[src/rtl/ec_port_pkg.sv]
package ec_port_pkg;

    localparam int BYTE_W = 8;
    typedef logic [BYTE_W-1:0] byte_t;

    localparam byte_t OP_READ      = 8'h80;
    localparam byte_t OP_WRITE     = 8'h81;
    localparam byte_t OP_BURST_ON  = 8'h82;
    localparam byte_t OP_BURST_OFF = 8'h83;
    localparam byte_t OP_QUERY     = 8'h84;

    localparam int ST_OBF   = 0;
    localparam int ST_IBF   = 1;
    localparam int ST_CMD   = 3;
    localparam int ST_BURST = 4;

    typedef enum logic [1:0] {
        SQ_IDLE,
        SQ_RD_ADDR,
        SQ_WR_ADDR,
        SQ_WR_DATA
    } seq_e;

    typedef struct packed {
        logic  is_cmd;
        byte_t val;
    } inbyte_t;

    function automatic byte_t pack_status(logic obf, logic ibf, logic cmd, logic burst);
        byte_t s;
        s           = '0;
        s[ST_OBF]   = obf;
        s[ST_IBF]   = ibf;
        s[ST_CMD]   = cmd;
        s[ST_BURST] = burst;
        return s;
    endfunction

endpackage

[src/rtl/ec_inbuf.sv]
module ec_inbuf
    import ec_port_pkg::*;
#(
    parameter int BUSY_CYC = 4
) (
    input  logic    clk,
    input  logic    rst,
    input  logic    wr_en,
    input  logic    wr_sel,
    input  byte_t   wr_data,
    output logic    ibf,
    output logic    consume,
    output inbyte_t held
);
    localparam int CNT_W = $clog2(BUSY_CYC + 1);
    localparam logic [CNT_W-1:0] LOAD_VAL = CNT_W'(BUSY_CYC - 1);

    logic [CNT_W-1:0] cnt;
    logic             accept;

    assign accept  = wr_en && !ibf;
    assign consume = ibf && (cnt == '0);

    always_ff @(posedge clk) begin
        if (rst) begin
            ibf  <= 1'b0;
            cnt  <= '0;
            held <= '0;
        end else if (accept) begin
            ibf         <= 1'b1;
            cnt         <= LOAD_VAL;
            held.is_cmd <= wr_sel;
            held.val    <= wr_data;
        end else if (ibf) begin
            if (cnt == '0) ibf <= 1'b0;
            else           cnt <= cnt - 1'b1;
        end
    end
endmodule

[src/rtl/ec_seq.sv]
module ec_seq
    import ec_port_pkg::*;
#(
    parameter int ADDR_W = 8
) (
    input  logic              clk,
    input  logic              rst,
    input  logic              consume,
    input  inbyte_t           in_byte,
    output logic              mem_we,
    output logic [ADDR_W-1:0] mem_waddr,
    output byte_t             mem_wdata,
    output logic              obf_load,
    output logic              obf_from_mem,
    output logic              burst
);
    seq_e state;

    always_ff @(posedge clk) begin
        if (rst) begin
            state     <= SQ_IDLE;
            mem_waddr <= '0;
            burst     <= 1'b0;
        end else if (consume) begin
            if (in_byte.is_cmd) begin
                case (in_byte.val)
                    OP_READ:      state <= SQ_RD_ADDR;
                    OP_WRITE:     state <= SQ_WR_ADDR;
                    OP_BURST_ON:  begin burst <= 1'b1; state <= SQ_IDLE; end
                    OP_BURST_OFF: begin burst <= 1'b0; state <= SQ_IDLE; end
                    default:      state <= SQ_IDLE;
                endcase
            end else begin
                case (state)
                    SQ_WR_ADDR: begin
                        mem_waddr <= in_byte.val[ADDR_W-1:0];
                        state     <= SQ_WR_DATA;
                    end
                    default: state <= SQ_IDLE;
                endcase
            end
        end
    end

    always_comb begin
        mem_we       = consume && !in_byte.is_cmd && (state == SQ_WR_DATA);
        mem_wdata    = in_byte.val;
        obf_from_mem = !in_byte.is_cmd;
        obf_load     = consume &&
                       ((in_byte.is_cmd && (in_byte.val == OP_QUERY)) ||
                        (!in_byte.is_cmd && (state == SQ_RD_ADDR)));
    end
endmodule

[src/rtl/ec_regfile.sv]
module ec_regfile
    import ec_port_pkg::*;
#(
    parameter int ADDR_W = 8
) (
    input  logic              clk,
    input  logic              rst,
    input  logic              we,
    input  logic [ADDR_W-1:0] waddr,
    input  byte_t             wdata,
    input  logic [ADDR_W-1:0] raddr,
    output byte_t             rdata
);
    localparam int DEPTH = 1 << ADDR_W;

    byte_t regs [DEPTH];

    always_ff @(posedge clk) begin
        if (rst) begin
            for (int i = 0; i < DEPTH; i++) regs[i] <= '0;
        end else if (we) begin
            regs[waddr] <= wdata;
        end
    end

    assign rdata = regs[raddr];
endmodule

[src/rtl/ec_host_port.sv]
module ec_host_port
    import ec_port_pkg::*;
#(
    parameter int ADDR_W   = 8,
    parameter int BUSY_CYC = 4
) (
    input  logic       clk,
    input  logic       rst,
    input  logic       host_wr,
    input  logic       host_rd,
    input  logic       host_sel,
    input  logic [7:0] host_wdata,
    output logic [7:0] host_rdata
);
    logic              ibf;
    logic              consume;
    inbyte_t           held;
    logic              mem_we;
    logic [ADDR_W-1:0] mem_waddr;
    byte_t             mem_wdata;
    byte_t             mem_rdata;
    logic              obf_load;
    logic              obf_from_mem;
    logic              burst;
    logic              obf;
    byte_t             out_byte;
    byte_t             status_byte;

    ec_inbuf #(.BUSY_CYC(BUSY_CYC)) u_inbuf (
        .clk     (clk),
        .rst     (rst),
        .wr_en   (host_wr),
        .wr_sel  (host_sel),
        .wr_data (host_wdata),
        .ibf     (ibf),
        .consume (consume),
        .held    (held)
    );

    ec_seq #(.ADDR_W(ADDR_W)) u_seq (
        .clk          (clk),
        .rst          (rst),
        .consume      (consume),
        .in_byte      (held),
        .mem_we       (mem_we),
        .mem_waddr    (mem_waddr),
        .mem_wdata    (mem_wdata),
        .obf_load     (obf_load),
        .obf_from_mem (obf_from_mem),
        .burst        (burst)
    );

    ec_regfile #(.ADDR_W(ADDR_W)) u_regs (
        .clk   (clk),
        .rst   (rst),
        .we    (mem_we),
        .waddr (mem_waddr),
        .wdata (mem_wdata),
        .raddr (held.val[ADDR_W-1:0]),
        .rdata (mem_rdata)
    );

    always_ff @(posedge clk) begin
        if (rst) begin
            obf      <= 1'b0;
            out_byte <= '0;
        end else if (obf_load) begin
            obf      <= 1'b1;
            out_byte <= obf_from_mem ? mem_rdata : '0;
        end else if (host_rd && !host_sel) begin
            obf <= 1'b0;
        end
    end

    assign status_byte = pack_status(obf, ibf, held.is_cmd, burst);
    assign host_rdata  = host_sel ? status_byte : out_byte;
endmodule

[config.mk]
export PLATFORM = sky130hd
export DESIGN_NAME = ec_host_port
export DESIGN_NICKNAME = d
export VERILOG_FILES = /design/src/rtl/ec_port_pkg.sv /design/src/rtl/ec_inbuf.sv /design/src/rtl/ec_seq.sv /design/src/rtl/ec_regfile.sv /design/src/rtl/ec_host_port.sv
export SDC_FILE = /design/constraint.sdc
export NUM_CORES = 2
export LEC_CHECK = 0
export BUFFER_PORTS_ARGS = -buffer_cell sky130_fd_sc_hd__buf_2
export CORE_ASPECT_RATIO = 1.5
export CORE_MARGIN = 5
export CORE_UTILIZATION = 50
export DETAILED_ROUTE_END_ITERATION = 16
export PLACE_DENSITY = 0.67
export REMOVE_ABC_BUFFERS = 1
export SLEW_MARGIN = 40
export SYNTH_ARGS = -nofsm -noshare
export SYNTH_HDL_FRONTEND = slang
export SYNTH_SLANG_ARGS = --single-unit
[constraint.sdc]
create_clock -name clk -period 2.9 [get_ports clk]
set_input_delay 0.435 -clock clk [delete_from_list [all_inputs] [get_ports clk]]
set_output_delay 0.435 -clock clk [all_outputs]
set_load 0.1 [all_outputs]
# Yosys cells after proc, flatten, opt, wreduce, memory -nomap -nowiden
# Memory sizes are Yosys's and may differ from the RTL's. A register that Yosys moved wholly into a read port is not among the register bits.
# Cells that the tools add are included.
# totals
ram_bits,2048
in_bits,13
regBits,33
n_memories,1
elab_cells,69
output_inout_bits,8
# memory_table
memory,depth,width,rd,rd_ports_with_merged_regs,wr,line_no,source
u_regs.regs,256,8,1,1,256,ec_regfile.sv:16,byte_t regs [DEPTH];
# classes
n_reduce_logical,22
eq_ne,9
mux,24
bitwise,2
addsub,1
# ops
cell,n
$mux W8,6
$eq A8 B8 Y1 const B,5
$mux W1,11
$mux W2,5
$logic_and A1 B1 Y1,8
$reduce_or A8 Y1,1
$reduce_and A3 Y1,2
$reduce_bool A2 Y1,3
$eq A2 B2 Y1 const B,2
$pmux W2 S2,1
$reduce_and A2 Y1,2
$logic_not A1 Y1,3
$logic_not A3 Y1,1
$sub A3 B1 Y3 const B,1
$eq A2 B1 Y1 const B,1
$ne A2 B1 Y1 const B,1
$not A1 Y1,2
$pmux W1 S2,1
$reduce_or A2 Y1,1
$logic_or A1 B1 Y1,1

# Logic depth before layout (Yosys ltp)
# logic_depth
word_depth,9
depth_mapped,14
mapped_depth_nobuf,8

# Hierarchy
# Synthesis repeated with hierarchy kept, for this count alone.
# hier_totals
cells_unflattened,6606
area_unflattened_um2,96830.4
# by_module_without_submodules
module,seq_area_each_um2,area_each_um2,instances,cells_per_inst
ec_regfile,61499.0,95293.9,1,6435
ec_seq,220.2,583.1,1,61
ec_inbuf,260.2,525.5,1,62
ec_host_port,180.2,427.9,1,48

# Least setup slack after synthesis
# OpenSTA, ideal clock, no wires.
# synth_timing
kind,flip-flop to flip-flop
startpoint,register u_inbuf.cnt[0]
endpoint,memory u_regs.regs[116][0] (netlist bit) (enable)
path_buffers,3
setup_time_ns,0.326
path_stages_with_launch,11
t_required_ns,2.574
t_arrival_ns,2.532
synth_period_minus_slack_ns,2.858
setup_slack_ns,0.042
path_cell_list,dfxtp_1 inv_1 ha_1 nand3b_4 or3b_1 or4_1 buf_2 nor2_4 buf_2 buf_2 a21o_1
# synth_rtl
element,line_no,source
"start, declared",ec_inbuf.sv:18,logic [CNT_W-1:0] cnt;
"start signal, assigned",ec_inbuf.sv:36,else cnt <= cnt - 1'b1;
"end, declared",ec_regfile.sv:16,

==> reports/metrics.yaml <==
synth.lib_cells_used.distinct: 74
fp.dieW_um: 369
ctsLongestPathBuffers: 4
dpl_cell_area_sq_um: 107000
worst_path_max_delay_cell: "sky130_fd_sc_hd__nor4_4"
synth_area_in_simple_gates_pct: 14.3
finalNetCount: 7175
total_leakage_power_nw: 46.8
finalClockSkew_ps: 45.5
yosys.area_share.xor_xnor_pct: 0
maxSlewViolCount: 0
most-common-layout-cells: "sky130_fd_sc_hd__edfxtp_1 (2048), sky130_fd_sc_hd__and3_1 (1545), sky130_fd_sc_hd__buf_4 (716)"
clkSlewWorstSetupHoldPaths_ps: 70
drc_errors: 0
grt_antenna_before_repair: 17
max_freq_mhz: 316
muxShareOfSynthArea_pct: 12.7
synth.ff_latch_count: 2089
synth_largest_area_cell: "sky130_fd_sc_hd__edfxtp_1"
detail_route.wl_per_cell_um: 32.2
tritoncts: "built"
detail_route.wirelength_mm: 319
synth-main-ff-cell: "sky130_fd_sc_hd__edfxtp_1"
least_setup_slack_across_all_paths_after_layout_ps: -261
io_pins: 21
clock_insertion_delay_worst_skew_ps: 850
drtAntennaViolNets: 0
setup_repair_after_global_routing_missed_its_margin: "true"
effective_utilization_at_floorplan_pct: 50.3
timing.critical_path.to_type: "register"
num_rows: 197
dp.final_hpwl_mm: 201
via_count_of_the_first_global_routing_pass: 64800
timing.final.setup_violations: 7
vdd.ir_drop.worst_mv: 0.463
synthesis.instances: 6772
global_route.overflow_total: 0
layout-drive-gt1-share_pct: 27.3
power.density_cell_area_nw_per_um2: 571
place_congestion: 0.928
numPortBuffers: 20
drt-vias-per-instance: 6.61
critical_path.startpoint_type: "register"
grt_util_all_layers_pct: 30.6
fp.dieH_um: 549
post_synth_top_area_share_pct: 63.5
grt_pass1_wl_mm: 455
max_slew.worst_pin.slew_ps: 936
worst-endpoint-required_ps: 3640
syn-cell-area_sq_um: 96800
asyncSetResetFlopFracSynth_pct: 0
fin_crit_ps: 3160
cpPeakStageDelay_ps: 600
final_cycle_utilization_of_the_critical_path_pct: 109
post-route-util_pct: 59.8
area.growth.synth_to_final_pct: 18.9
worstPathArrival_ps: 3900
htree_levels: 4
synth_enable_flop_cells: 2048
rr_worst_depth: 12
final_cell_area_sq_um: 115000
crit_fanout: 10
cts_num_sinks: 2089
mostFrequentLayoutCell: "sky130_fd_sc_hd__edfxtp_1"
first_iter_violations: 9573
synth-compound-area-share_pct: 4.49
crit_type: "register to register"
combinational_family_with_the_most_area_after_synthesis: "simple AND/OR/NAND/NOR gates"
violations: "negative setup slack"
numCtsBuffers: 194
yosysWarningCount: 0
drv_cap: 0
path_cells: "buf_12, buf_6, nand2b_4, buf_6, buf_8, o22ai_2, o41ai_4, buf_4, a22oi_2, nor4_4, nor3_2, a32o_1"
hold_path_depth: 3
core_outline_area_sq_um: 193000
yosys-top-cells-area: "sky130_fd_sc_hd__edfxtp_1 (64%), sky130_fd_sc_hd__mux4_2 (10%), sky130_fd_sc_hd__and3_1 (10%)"
drt_pass1_iterations: 6
path_common_cell: "sky130_fd_sc_hd__buf_6"
grt_max_degree: 158
hold_viol: 0
synth_seq_area_share_pct: 64.4
postSynthAreaPerCell_sq_um: 14.3
post_synth_fa_ha_maj_area_fraction_pct: 0.0258
via_count: 65400
max-slew-margin-rel_pct: 37.6
status: "complete, but fails checks"
hp-class: "input port to register"
area_of_the_die_sq_um: 203000
root_buffer: "sky130_fd_sc_hd__clkbuf_16"
-- synth_stat cells, types with 18 or more instances --
| library cell | number |
|---|---|
| sky130_fd_sc_hd__edfxtp_1 | 2048 |
| sky130_fd_sc_hd__and3_1 | 1549 |
| sky130_fd_sc_hd__clkbuf_1 | 660 |
| sky130_fd_sc_hd__nor2_1 | 578 |
| sky130_fd_sc_hd__mux4_2 | 449 |
| sky130_fd_sc_hd__a21o_1 | 257 |
| sky130_fd_sc_hd__nand2_1 | 228 |
| sky130_fd_sc_hd__mux2i_1 | 186 |
| sky130_fd_sc_hd__buf_2 | 91 |
| sky130_fd_sc_hd__o22ai_1 | 75 |
| sky130_fd_sc_hd__a21oi_1 | 65 |
| sky130_fd_sc_hd__buf_4 | 49 |
| sky130_fd_sc_hd__dfxtp_1 | 41 |
| sky130_fd_sc_hd__a22oi_1 | 40 |
| sky130_fd_sc_hd__nor3_1 | 34 |
| sky130_fd_sc_hd__buf_6 | 32 |
| sky130_fd_sc_hd__o221ai_1 | 29 |
| sky130_fd_sc_hd__a211oi_1 | 28 |
| sky130_fd_sc_hd__o21ai_0 | 27 |
| sky130_fd_sc_hd__and2_1 | 20 |
| sky130_fd_sc_hd__nand2b_1 | 19 |
| sky130_fd_sc_hd__buf_1 | 18 |
| sky130_fd_sc_hd__nand3_1 | 18 |
| sky130_fd_sc_hd__nor4_1 | 18 |
-- final timing paths --
check	start	end	slack [ps]
setup / recovery	register	out_byte[6]	-260
hold / removal	host_wr	u_inbuf.ibf	50
setup reg to reg	register	out_byte[6]	-260
hold reg to reg	out_byte[3]	out_byte[3]	490
-- repair_timing --
item,in CTS,in global routing
hold buffers,9,0
pin swaps,31,57
gates cloned,6,7
endpoints found under the setup margin,971,678
resized for setup,208,121
endpoints found under the hold margin,17,0
setup buffers,43,47
-- cell type report --
| cell class | instances | area [sq um] |
|---|---|---|
| Clock buffer | 234 | 5080 |
| Multi-Input combinational cell | 3803 | 31800 |
| Antenna cell | 4 | 10.0 |
| Sequential cell | 2089 | 62400 |
| Tap cell | 2587 | 3240 |
| Inverter | 7 | 30.0 |
| Timing Repair Buffer | 1065 | 11800 |
| Fill cell | 14200 | 77400 |
| Clock inverter | 103 | 816 |
-- layer usage --
metal  vias to the layer above  GRT usage (%)  wire (um)
met5                         -              0         39
met4                         6           19.7      25100
met3                      1079           5.48      34100
met2                      4536           50.3     154000
met1                     32900           37.6     105000
li1                      26800              -          -
-- metrics by stage --
step           power (mW)  hold WS, ps  setup slack, ps  instances  TNS (ps)
2_1_floorplan        38.7          412           -20700       5899  -8297170
3_3_place_gp         40.9          453            -1350       9439    -16260
3_5_place_dp         41.0          454            -1080       9444    -51090
4_1_cts              65.4         3.02             -103       9836      -416
5_1_grt              67.2         69.4             -167       9889     -1480
6_report             65.7         49.8             -261       9892      -914
-- cell families (layout without fill, tap and decap cells) --
kind of cell,Yosys count,after routing
compound gates,609,609
fa+ha+maj,2,2
buf+inv,880,1409
flops,2089,2089
mux,658,658
other cells,0,4
simple gates,2534,2534
-- sequential cells by signal, indices dropped and copies added (netlist names), named ones only --
name / flops
u_regs.regs: 2048
u_inbuf.held: 9
out_byte: 8
u_seq.mem_waddr: 8
u_inbuf.cnt: 3
u_seq.state: 2
obf: 1
u_inbuf.ibf: 1
u_seq.burst: 1
-- worst max-delay path: cells and delay by family (launching register included) --
family / cells / cell delay, ps
AO/OA/AOI/OAI: 4 / 860
buffers and inverters: 5 / 780
flip-flops: 1 / 460
AND/OR/NAND/NOR: 3 / 920
-- power breakdown --
part | internal (mW) | switching (mW)
clock network | 13.5 | 11.2
registers | 34.0 | 0.375
logic | 2.80 | 3.84
total | 50.3 | 15.4
No activity file was read; power rests on OpenSTA's default activity.
